$ cat config.mk
export PLATFORM = sky130hd
export DESIGN_NAME = lbus_cycle_ctrl
export DESIGN_NICKNAME = d
export VERILOG_FILES = /design/src/rtl/lbus_pkg.sv /design/src/rtl/lbus_seq.sv /design/src/rtl/lbus_cap.sv /design/src/rtl/lbus_half.sv /design/src/rtl/lbus_drv.sv /design/src/rtl/lbus_cycle_ctrl.sv
export SDC_FILE = /design/constraint.sdc
export NUM_CORES = 1
export LEC_CHECK = 0
export BUFFER_PORTS_ARGS = -buffer_cell sky130_fd_sc_hd__buf_2
export CAP_MARGIN = 15
export CORE_MARGIN = 2
export CORE_UTILIZATION = 56
export CTS_CLUSTER_DIAMETER = 120
export DETAILED_ROUTE_END_ITERATION = 7
export PLACE_DENSITY = 0.86
export SYNTH_ARGS = -nofsm -noshare
export SYNTH_HDL_FRONTEND = slang
export SYNTH_SLANG_ARGS = --single-unit
$ cat constraint.sdc
create_clock -name clk_i -period 5.45 [get_ports clk_i]
set_input_delay 1.635 -clock clk_i [delete_from_list [all_inputs] [get_ports clk_i]]
set_output_delay 1.635 -clock clk_i [all_outputs]
set_load 0.02 [all_outputs]
$ cat src/rtl/lbus_pkg.sv
package lbus_pkg;
  localparam int STS_W = 3;

  typedef enum logic [2:0] {
    ST_RST, ST_TI, ST_T1, ST_T2, ST_T3, ST_TW, ST_T4, ST_TH
  } bus_st_e;

  localparam logic [STS_W-1:0] CY_INTA  = 3'b000;
  localparam logic [STS_W-1:0] CY_IORD  = 3'b001;
  localparam logic [STS_W-1:0] CY_IOWR  = 3'b010;
  localparam logic [STS_W-1:0] CY_HALT  = 3'b011;
  localparam logic [STS_W-1:0] CY_FETCH = 3'b100;
  localparam logic [STS_W-1:0] CY_MRD   = 3'b101;
  localparam logic [STS_W-1:0] CY_MWR   = 3'b110;
  localparam logic [STS_W-1:0] CY_PASS  = 3'b111;

  function automatic logic cyc_reads(logic [STS_W-1:0] t);
    return (t == CY_IORD) || (t == CY_FETCH) || (t == CY_MRD);
  endfunction

  function automatic logic cyc_writes(logic [STS_W-1:0] t);
    return (t == CY_IOWR) || (t == CY_MWR);
  endfunction

  function automatic logic cyc_moves_data(logic [STS_W-1:0] t);
    return (t != CY_HALT) && (t != CY_PASS);
  endfunction

  function automatic logic st_strobe(bus_st_e s);
    return (s == ST_T2) || (s == ST_T3) || (s == ST_TW);
  endfunction

  function automatic logic st_data(bus_st_e s);
    return st_strobe(s) || (s == ST_T4);
  endfunction
endpackage

$ cat src/rtl/lbus_seq.sv
module lbus_seq
  import lbus_pkg::*;
(
  input  logic    clk_i,
  input  logic    rst_ni,
  input  logic    req_i,
  input  logic    hold_i,
  input  logic    ready_i,
  output bus_st_e st_o,
  output logic    start_o,
  output logic    rfloat_o
);
  bus_st_e st_q, st_d;
  logic    rfloat_q;

  always_comb begin
    st_d = st_q;
    unique case (st_q)
      ST_RST:       st_d = ST_TI;
      ST_TI, ST_T4: st_d = hold_i ? ST_TH : (req_i ? ST_T1 : ST_TI);
      ST_T1:        st_d = ST_T2;
      ST_T2:        st_d = ST_T3;
      ST_T3, ST_TW: st_d = ready_i ? ST_T4 : ST_TW;
      ST_TH:        st_d = hold_i ? ST_TH : ST_TI;
      default:      st_d = ST_TI;
    endcase
  end

  always_ff @(posedge clk_i or negedge rst_ni) begin
    if (!rst_ni) begin
      st_q     <= ST_RST;
      rfloat_q <= 1'b1;
    end else begin
      st_q <= st_d;
      if (st_d == ST_T1) rfloat_q <= 1'b0;
    end
  end

  assign st_o     = st_q;
  assign start_o  = (st_d == ST_T1);
  assign rfloat_o = rfloat_q;
endmodule

$ cat src/rtl/lbus_cap.sv
module lbus_cap
  import lbus_pkg::*;
#(
  parameter int AW = 20,
  parameter int DW = 16
) (
  input  logic             clk_i,
  input  logic             rst_ni,
  input  logic             start_i,
  input  bus_st_e          st_i,
  input  logic             ready_i,
  input  logic [STS_W-1:0] req_type_i,
  input  logic [AW-1:0]    req_addr_i,
  input  logic [DW-1:0]    req_wdata_i,
  input  logic             req_bhe_ni,
  input  logic             req_dma_i,
  input  logic             req_lock_i,
  input  logic [DW-1:0]    ad_i,
  output logic [STS_W-1:0] cyc_type_o,
  output logic [AW-1:0]    cyc_addr_o,
  output logic [DW-1:0]    cyc_wdata_o,
  output logic             cyc_bhe_no,
  output logic             cyc_dma_o,
  output logic             cyc_lock_o,
  output logic             cyc_wr_o,
  output logic [DW-1:0]    rdata_o
);
  always_ff @(posedge clk_i or negedge rst_ni) begin
    if (!rst_ni) begin
      cyc_type_o  <= CY_PASS;
      cyc_addr_o  <= '0;
      cyc_wdata_o <= '0;
      cyc_bhe_no  <= 1'b1;
      cyc_dma_o   <= 1'b0;
      cyc_lock_o  <= 1'b0;
      cyc_wr_o    <= 1'b0;
    end else if (start_i) begin
      cyc_type_o  <= req_type_i;
      cyc_addr_o  <= req_addr_i;
      cyc_wdata_o <= req_wdata_i;
      cyc_bhe_no  <= req_bhe_ni;
      cyc_dma_o   <= req_dma_i;
      cyc_lock_o  <= req_lock_i;
      cyc_wr_o    <= cyc_writes(req_type_i);
    end
  end

  always_ff @(posedge clk_i or negedge rst_ni) begin
    if (!rst_ni)                                        rdata_o <= '0;
    else if ((st_i == ST_T3 || st_i == ST_TW) && ready_i) rdata_o <= ad_i;
  end
endmodule

$ cat src/rtl/lbus_half.sv
// Falling-edge strobes: ALE leads T1 by half a clock, RD trails the bus release.
module lbus_half
  import lbus_pkg::*;
(
  input  logic             clk_i,
  input  logic             rst_ni,
  input  logic             start_i,
  input  bus_st_e          st_i,
  input  logic [STS_W-1:0] cyc_type_i,
  output logic             ale_o,
  output logic             rd_no
);
  always_ff @(negedge clk_i or negedge rst_ni) begin
    if (!rst_ni) begin
      ale_o <= 1'b0;
      rd_no <= 1'b1;
    end else begin
      ale_o <= start_i;
      rd_no <= !(cyc_reads(cyc_type_i) && st_strobe(st_i));
    end
  end
endmodule

$ cat src/rtl/lbus_drv.sv
module lbus_drv
  import lbus_pkg::*;
#(
  parameter int AW = 20,
  parameter int DW = 16
) (
  input  bus_st_e          st_i,
  input  logic             rfloat_i,
  input  logic             ready_i,
  input  logic [STS_W-1:0] cyc_type_i,
  input  logic [AW-1:0]    cyc_addr_i,
  input  logic [DW-1:0]    cyc_wdata_i,
  input  logic             cyc_bhe_ni,
  input  logic             cyc_dma_i,
  input  logic             cyc_lock_i,
  output logic [DW-1:0]    ad_o,
  output logic             ad_oe_o,
  output logic [AW-DW-1:0] a_hi_o,
  output logic             a_hi_oe_o,
  output logic             wr_no,
  output logic             den_no,
  output logic             bhe_no,
  output logic [STS_W-1:0] sts_o,
  output logic             lock_no,
  output logic             ctl_oe_o,
  output logic             hlda_o,
  output logic             ack_o
);
  localparam int HI_W = AW - DW;

  logic in_cyc, drive;

  assign in_cyc = (st_i == ST_T1) || st_data(st_i);
  assign drive  = (st_i == ST_RST) || ((st_i != ST_TH) && !rfloat_i);

  assign ctl_oe_o  = drive;
  assign a_hi_oe_o = drive && (st_i != ST_RST);
  assign ad_oe_o   = (st_i == ST_T1) || (st_data(st_i) && cyc_writes(cyc_type_i));
  assign ad_o      = (st_i == ST_T1) ? cyc_addr_i[DW-1:0] : cyc_wdata_i;
  assign a_hi_o    = (st_i == ST_T1) ? cyc_addr_i[AW-1:DW] : {cyc_dma_i, {(HI_W-1){1'b0}}};

  always_comb begin
    unique case (st_i)
      ST_T1, ST_T2: sts_o = cyc_type_i;
      ST_T3, ST_TW: sts_o = ready_i ? CY_PASS : cyc_type_i;
      default:      sts_o = CY_PASS;
    endcase
  end

  assign wr_no   = !(st_strobe(st_i) && cyc_writes(cyc_type_i));
  assign den_no  = !(st_data(st_i) && cyc_moves_data(cyc_type_i));
  assign bhe_no  = in_cyc ? cyc_bhe_ni : 1'b1;
  assign lock_no = !(in_cyc && cyc_lock_i);
  assign hlda_o  = (st_i == ST_TH);
  assign ack_o   = (st_i == ST_T4);
endmodule

$ cat src/rtl/lbus_cycle_ctrl.sv
module lbus_cycle_ctrl
  import lbus_pkg::*;
#(
  parameter int AW = 20,
  parameter int DW = 16
) (
  input  logic             clk_i,
  input  logic             rst_ni,
  input  logic             req_i,
  input  logic [2:0]       req_type_i,
  input  logic [AW-1:0]    req_addr_i,
  input  logic [DW-1:0]    req_wdata_i,
  input  logic             req_bhe_ni,
  input  logic             req_dma_i,
  input  logic             req_lock_i,
  input  logic             ready_i,
  input  logic             hold_i,
  input  logic [DW-1:0]    ad_i,
  output logic [DW-1:0]    ad_o,
  output logic             ad_oe_o,
  output logic [AW-DW-1:0] a_hi_o,
  output logic             a_hi_oe_o,
  output logic             ale_o,
  output logic             rd_no,
  output logic             wr_no,
  output logic             den_no,
  output logic             dtr_o,
  output logic             bhe_no,
  output logic [2:0]       sts_o,
  output logic             lock_no,
  output logic             ctl_oe_o,
  output logic             hlda_o,
  output logic             ack_o,
  output logic [DW-1:0]    rdata_o
);
  bus_st_e          st_q;
  logic             start, rfloat;
  logic [STS_W-1:0] cyc_type;
  logic [AW-1:0]    cyc_addr;
  logic [DW-1:0]    cyc_wdata;
  logic             cyc_bhe_n, cyc_dma, cyc_lock;

  lbus_seq u_seq (
    .clk_i, .rst_ni, .req_i, .hold_i, .ready_i,
    .st_o(st_q), .start_o(start), .rfloat_o(rfloat)
  );

  lbus_cap #(.AW(AW), .DW(DW)) u_cap (
    .clk_i, .rst_ni, .start_i(start), .st_i(st_q), .ready_i,
    .req_type_i, .req_addr_i, .req_wdata_i, .req_bhe_ni, .req_dma_i, .req_lock_i,
    .ad_i,
    .cyc_type_o(cyc_type), .cyc_addr_o(cyc_addr), .cyc_wdata_o(cyc_wdata),
    .cyc_bhe_no(cyc_bhe_n), .cyc_dma_o(cyc_dma), .cyc_lock_o(cyc_lock),
    .cyc_wr_o(dtr_o), .rdata_o
  );

  lbus_half u_half (
    .clk_i, .rst_ni, .start_i(start), .st_i(st_q), .cyc_type_i(cyc_type),
    .ale_o, .rd_no
  );

  lbus_drv #(.AW(AW), .DW(DW)) u_drv (
    .st_i(st_q), .rfloat_i(rfloat), .ready_i,
    .cyc_type_i(cyc_type), .cyc_addr_i(cyc_addr), .cyc_wdata_i(cyc_wdata),
    .cyc_bhe_ni(cyc_bhe_n), .cyc_dma_i(cyc_dma), .cyc_lock_i(cyc_lock),
    .ad_o, .ad_oe_o, .a_hi_o, .a_hi_oe_o, .wr_no, .den_no, .bhe_no,
    .sts_o, .lock_no, .ctl_oe_o, .hlda_o, .ack_o
  );
endmodule

## Word-level counts from Yosys, hierarchy flattened

Cells that the tools add are included.

| storage, ports and cells | value |
|---|---|
| logic and storage cells | 70 |
| input port bits | 63 |
| output and inout port bits | 51 |
| register bits after elaboration | 65 |

| operators by class | value |
|---|---|
| mux-type cells | 10 |
| eq/ne operators | 18 |
| reductions and logical operators | 30 |

Operators by type and width:

| operator | count |
|---|---|
| $eq 3x3->1 const B | 8 |
| $pmux 3 s6 | 1 |
| $mux 16 | 1 |
| $eq 3x2->1 const B | 5 |
| $logic_or 1x1->1 | 11 |
| $logic_and 1x1->1 | 9 |
| $mux 3 | 3 |
| $eq 3x1->1 const B | 2 |
| $ne 3x3->1 const B | 2 |
| $pmux 3 s2 | 1 |
| $reduce_or 2->1 | 3 |
| $logic_not 1->1 | 5 |
| $mux 2 | 2 |
| $mux 4 | 1 |
| $logic_not 3->1 | 1 |
| $ne 3x2->1 const B | 1 |
| $reduce_bool 3->1 | 1 |
| $mux 1 | 1 |

## Depth between registers and ports, before layout

| logic depth | value |
|---|---|
| depth after elaboration | 7 |
| mapped depth | 7 |
| gate-level depth less buffers | 4 |

## Cells and area by module

A second synthesis with hierarchy kept.

| second synthesis, totals | value |
|---|---|
| cells, all modules | 217 |
| area total of the unflattened synthesis | 3062.9 µm² |

Modules (own cells, without submodules):

| module | sequential area each (µm²) | area each (µm²) | cells an instance | times used |
|---|---|---|---|---|
| lbus_cap | 1481.4 | 2254.7 | 127 | 1 |
| lbus_drv | 0.0 | 481.7 | 57 | 1 |
| lbus_seq | 101.3 | 245.2 | 26 | 1 |
| lbus_half | 51.3 | 81.3 | 7 | 1 |

==> results.sh <==
export IMPL_report_final_slew_viol_count=0
export IMPL_internal_power_mw=1.505
export IMPL_syn_nets=393
export IMPL_worstPathCellList="buf_2"
export IMPL_synth_xor_area_frac=0
export IMPL_wl_um=9338
export IMPL_clock_sinks=65
export IMPL_cts_hold_buf=0
export IMPL_p_comb_frac=0.478
export IMPL_postCtsSetupRepairBufs=0
export IMPL_synth_seq_cells=65
export IMPL_hpwl_um=6110
export IMPL_synth_distinct_cells=38
export IMPL_grt_max_degree=49
export IMPL_fin_worst_skew_ns=0.04378
export IMPL_root_buffer="clkbuf_8"
export IMPL_synth_top_family_by_area="compound AO/OA/AOI/OAI gates"
export IMPL_htreeDepth=3
export IMPL_grt_pass1_wl_um=15020
export IMPL_clockBufferDepth=2
export IMPL_start_util=0.5842
export IMPL_cts_tree="done"
export IMPL_status="finished clean"
export IMPL_antenna_found_initial=0
export IMPL_endpoint_kind="output port"
export IMPL_dpl_cell_area_um2=4238
export IMPL_ir_worst_vdd_uv=341.8
export IMPL_slowest_stage="dfstp_2"
export IMPL_cp_arrival_ns=3.75
export IMPL_place_gp_congestion=0.8115
export IMPL_avgSynthCellArea_um2=11.31
export IMPL_via_per_inst=6.413
export IMPL_antenna_diode_count=0
export IMPL_postRouteAntennaNets=0
export IMPL_overflow=0
export IMPL_rows=29
export IMPL_cp_num_buf_inv=1
export IMPL_io_pins=114
export IMPL_pwr_share_clk=0.170
export IMPL_synth_fa_ha_area_frac=0
export IMPL_worst_slew_pin_slew_ns=1.176
export IMPL_grt_pass1_vias=3151
export IMPL_swShare=0.4318
export IMPL_setup_viol=0
export IMPL_met1_usage=0.3438
export IMPL_chipWidth_um=85.63
export IMPL_path_class="reg2out"
export IMPL_ys_warn_count=0
export IMPL_die_y_um=85.63
export IMPL_critical_path_top_delay_family="flip-flops"
export IMPL_clk_pin_slew_ns=0.06
export IMPL_cp_required_ns=3.82
export IMPL_track_usage=0.2576
export IMPL_slowest_delay_ns=0.50
export IMPL_avgRoutedWirePerCell_um=18.45
export IMPL_drt_iter0_markers=241
export IMPL_cp_max_fo=1
export IMPL_final_util=0.6969
export IMPL_drc_errors=0
export IMPL_seq_power_share=0.351
export IMPL_cts_buffers=9
export IMPL_final_nets=487
export IMPL_powerDensity_nw_per_um2=595.1
export IMPL_drive_above_1_share=0.4382
export IMPL_port_buffers=113
export IMPL_final_setup_tns_ns=0
export IMPL_areaGrowthSynthToFinish_pct=19.28
export IMPL_holdCritPathClass="reg2reg"
export IMPL_busiest_layer="met2"
export IMPL_timing_final_hold_violations=0
export IMPL_switching_power_mw=1.144
export IMPL_power_total_mw=2.649
export IMPL_core_area_um2=6386
export IMPL_drt_pass1_iterations=4
export IMPL_met3_usage=0.05486
export IMPL_syn_inst=330
export IMPL_rsz0062_at_grt="no"
export IMPL_fin_cells=506
export IMPL_muxShareOfSynthArea=0.09960
export IMPL_final_area_um2=4451
export IMPL_cp_start_kind="flip-flop"
export IMPL_cts_resized=0
export IMPL_dieArea_um2=7332
export IMPL_placed_cells=490
export IMPL_num_vias=3245
export IMPL_synthesis_area_um2=3731
export IMPL_met2_usage=0.4141
export IMPL_maxCapViolations=0
export IMPL_ys_seq_area_frac=0.4380
export IMPL_yosys_area_share_simple=0.06439
export IMPL_relSlewSlack=0.2160
export IMPL_leakagePower_nw=1.964
export IMPL_clock_latency_ns=0.37
export IMPL_synth_compound_area_share=0.3343
## cells in the final DEF (no fill, tap or decap), types with 4 or more instances in the layout
cell and n:
o22ai_2 40, mux2_1 33, o32ai_1 41, dfrtp_1 57, clkbuf_8 10, buf_2 113, o21ai_0 4, nor2b_1 5
buf_4 8, nand2_1 7, nor2_1 8, or2_1 4, a21oi_1 47, dfstp_2 6
## flip-flops by register name, summed over array words and instances, names as in the netlist
name and count:
u_cap.cyc_lock_o 1, u_cap.cyc_wdata_o 16, u_cap.cyc_wr_o 1, u_cap.cyc_dma_o 1, u_cap.rdata_o 16, u_cap.cyc_addr_o 20
u_cap.cyc_type_o 3, u_half.ale_o 1, u_seq.st_o 3, u_seq.rfloat_o 1, u_cap.cyc_bhe_no 1, u_half.rd_no 1
## worst paths after layout
check	cells after the start	startpoint	to	slack (ns)
max in group asynchronous	1	rst_ni	u_half.rd_no	1.30
min reg2reg	1	u_cap.rdata_o[7]	u_cap.rdata_o[7]	0.49
max	1	u_half.rd_no	rd_no	0.07
min	1	u_cap.rdata_o[7]	u_cap.rdata_o[7]	0.49
min in group asynchronous	1	rst_ni	u_cap.rdata_o[13]	1.18
max reg2reg	4	u_seq.st_o[0]	u_half.ale_o	1.21
## layer usage
layer | part of all wire | vias to the layer above | wire length [um]
met3 | 0.057 | 18 | 533
met4 | 0.022 | 0 | 202
met1 | 0.42 | 1613 | 3960
met5 | 0 | - | 0
li1 | - | 1482 | -
met2 | 0.50 | 132 | 4642
## cell type report
cell class | count | area (um2)
fillers | 470 | 1936
multi-input cells | 223 | 1866
flip-flops and latches | 65 | 1635
repair buffers | 121 | 625.6
clock buffers | 13 | 148.9
well taps | 77 | 96.34
clock inverters | 4 | 67.56
inverters | 3 | 11.26
## synth_stat cells (all sizes together)
cell | instances | share of area
inv | 4 | 0.0040
nand2b | 5 | 0.012
buf | 19 | 0.041
o32ai | 41 | 0.096
nor3 | 3 | 0.0040
or3 | 3 | 0.0050
o21ai | 6 | 0.0080
nor2b | 5 | 0.0084
o21a | 3 | 0.0060
nand3 | 2 | 0.0027
o22a | 1 | 0.0023
dfstp | 6 | 0.042
nand2 | 8 | 0.0087
clkbuf | 19 | 0.019
a32o | 2 | 0.0054
o22ai | 41 | 0.14
a21oi | 47 | 0.063
and2 | 3 | 0.0050
and3 | 1 | 0.0017
nor2 | 8 | 0.0080
a221o | 1 | 0.0027
mux2 | 33 | 0.10
a211oi | 1 | 0.0054
a32oi | 2 | 0.0047
dfrtp | 58 | 0.39
dfrtn | 1 | 0.0067
a211o | 1 | 0.0023
a221oi | 1 | 0.0023
or2 | 5 | 0.0084
## power groups by stage
stage | logic (mW) | clock network, mW | registers (mW)
after floorplan | 0.920 | 0.00230 | 0.922
after global placement | 1.23 | 0.00230 | 0.912
after detailed placement | 1.26 | 0.00230 | 0.933
after CTS | 1.27 | 0.454 | 0.925
after global routing | 1.37 | 0.480 | 0.961
final | 1.27 | 0.451 | 0.931
## cell families (layout without fill, tap and decap cells)
kind of cell           Yosys count  after routing
AO/OA/AOI/OAI                  147            147
AND/OR/NAND/NOR                 43             43
buffers and inverters           42            141
multiplexers                    33             33
flip-flops                      65             65
## through the flow
step           hold WS [ns]  setup WS (ns)
3_5_place_dp         0.4761         0.4532
5_1_grt              0.5063        0.03859
2_1_floorplan        0.4772         0.5356
6_report             0.4864        0.06822
4_1_cts              0.4910        0.06225
3_3_place_gp         0.4684         0.4490
(Power assumes the default switching activity.)
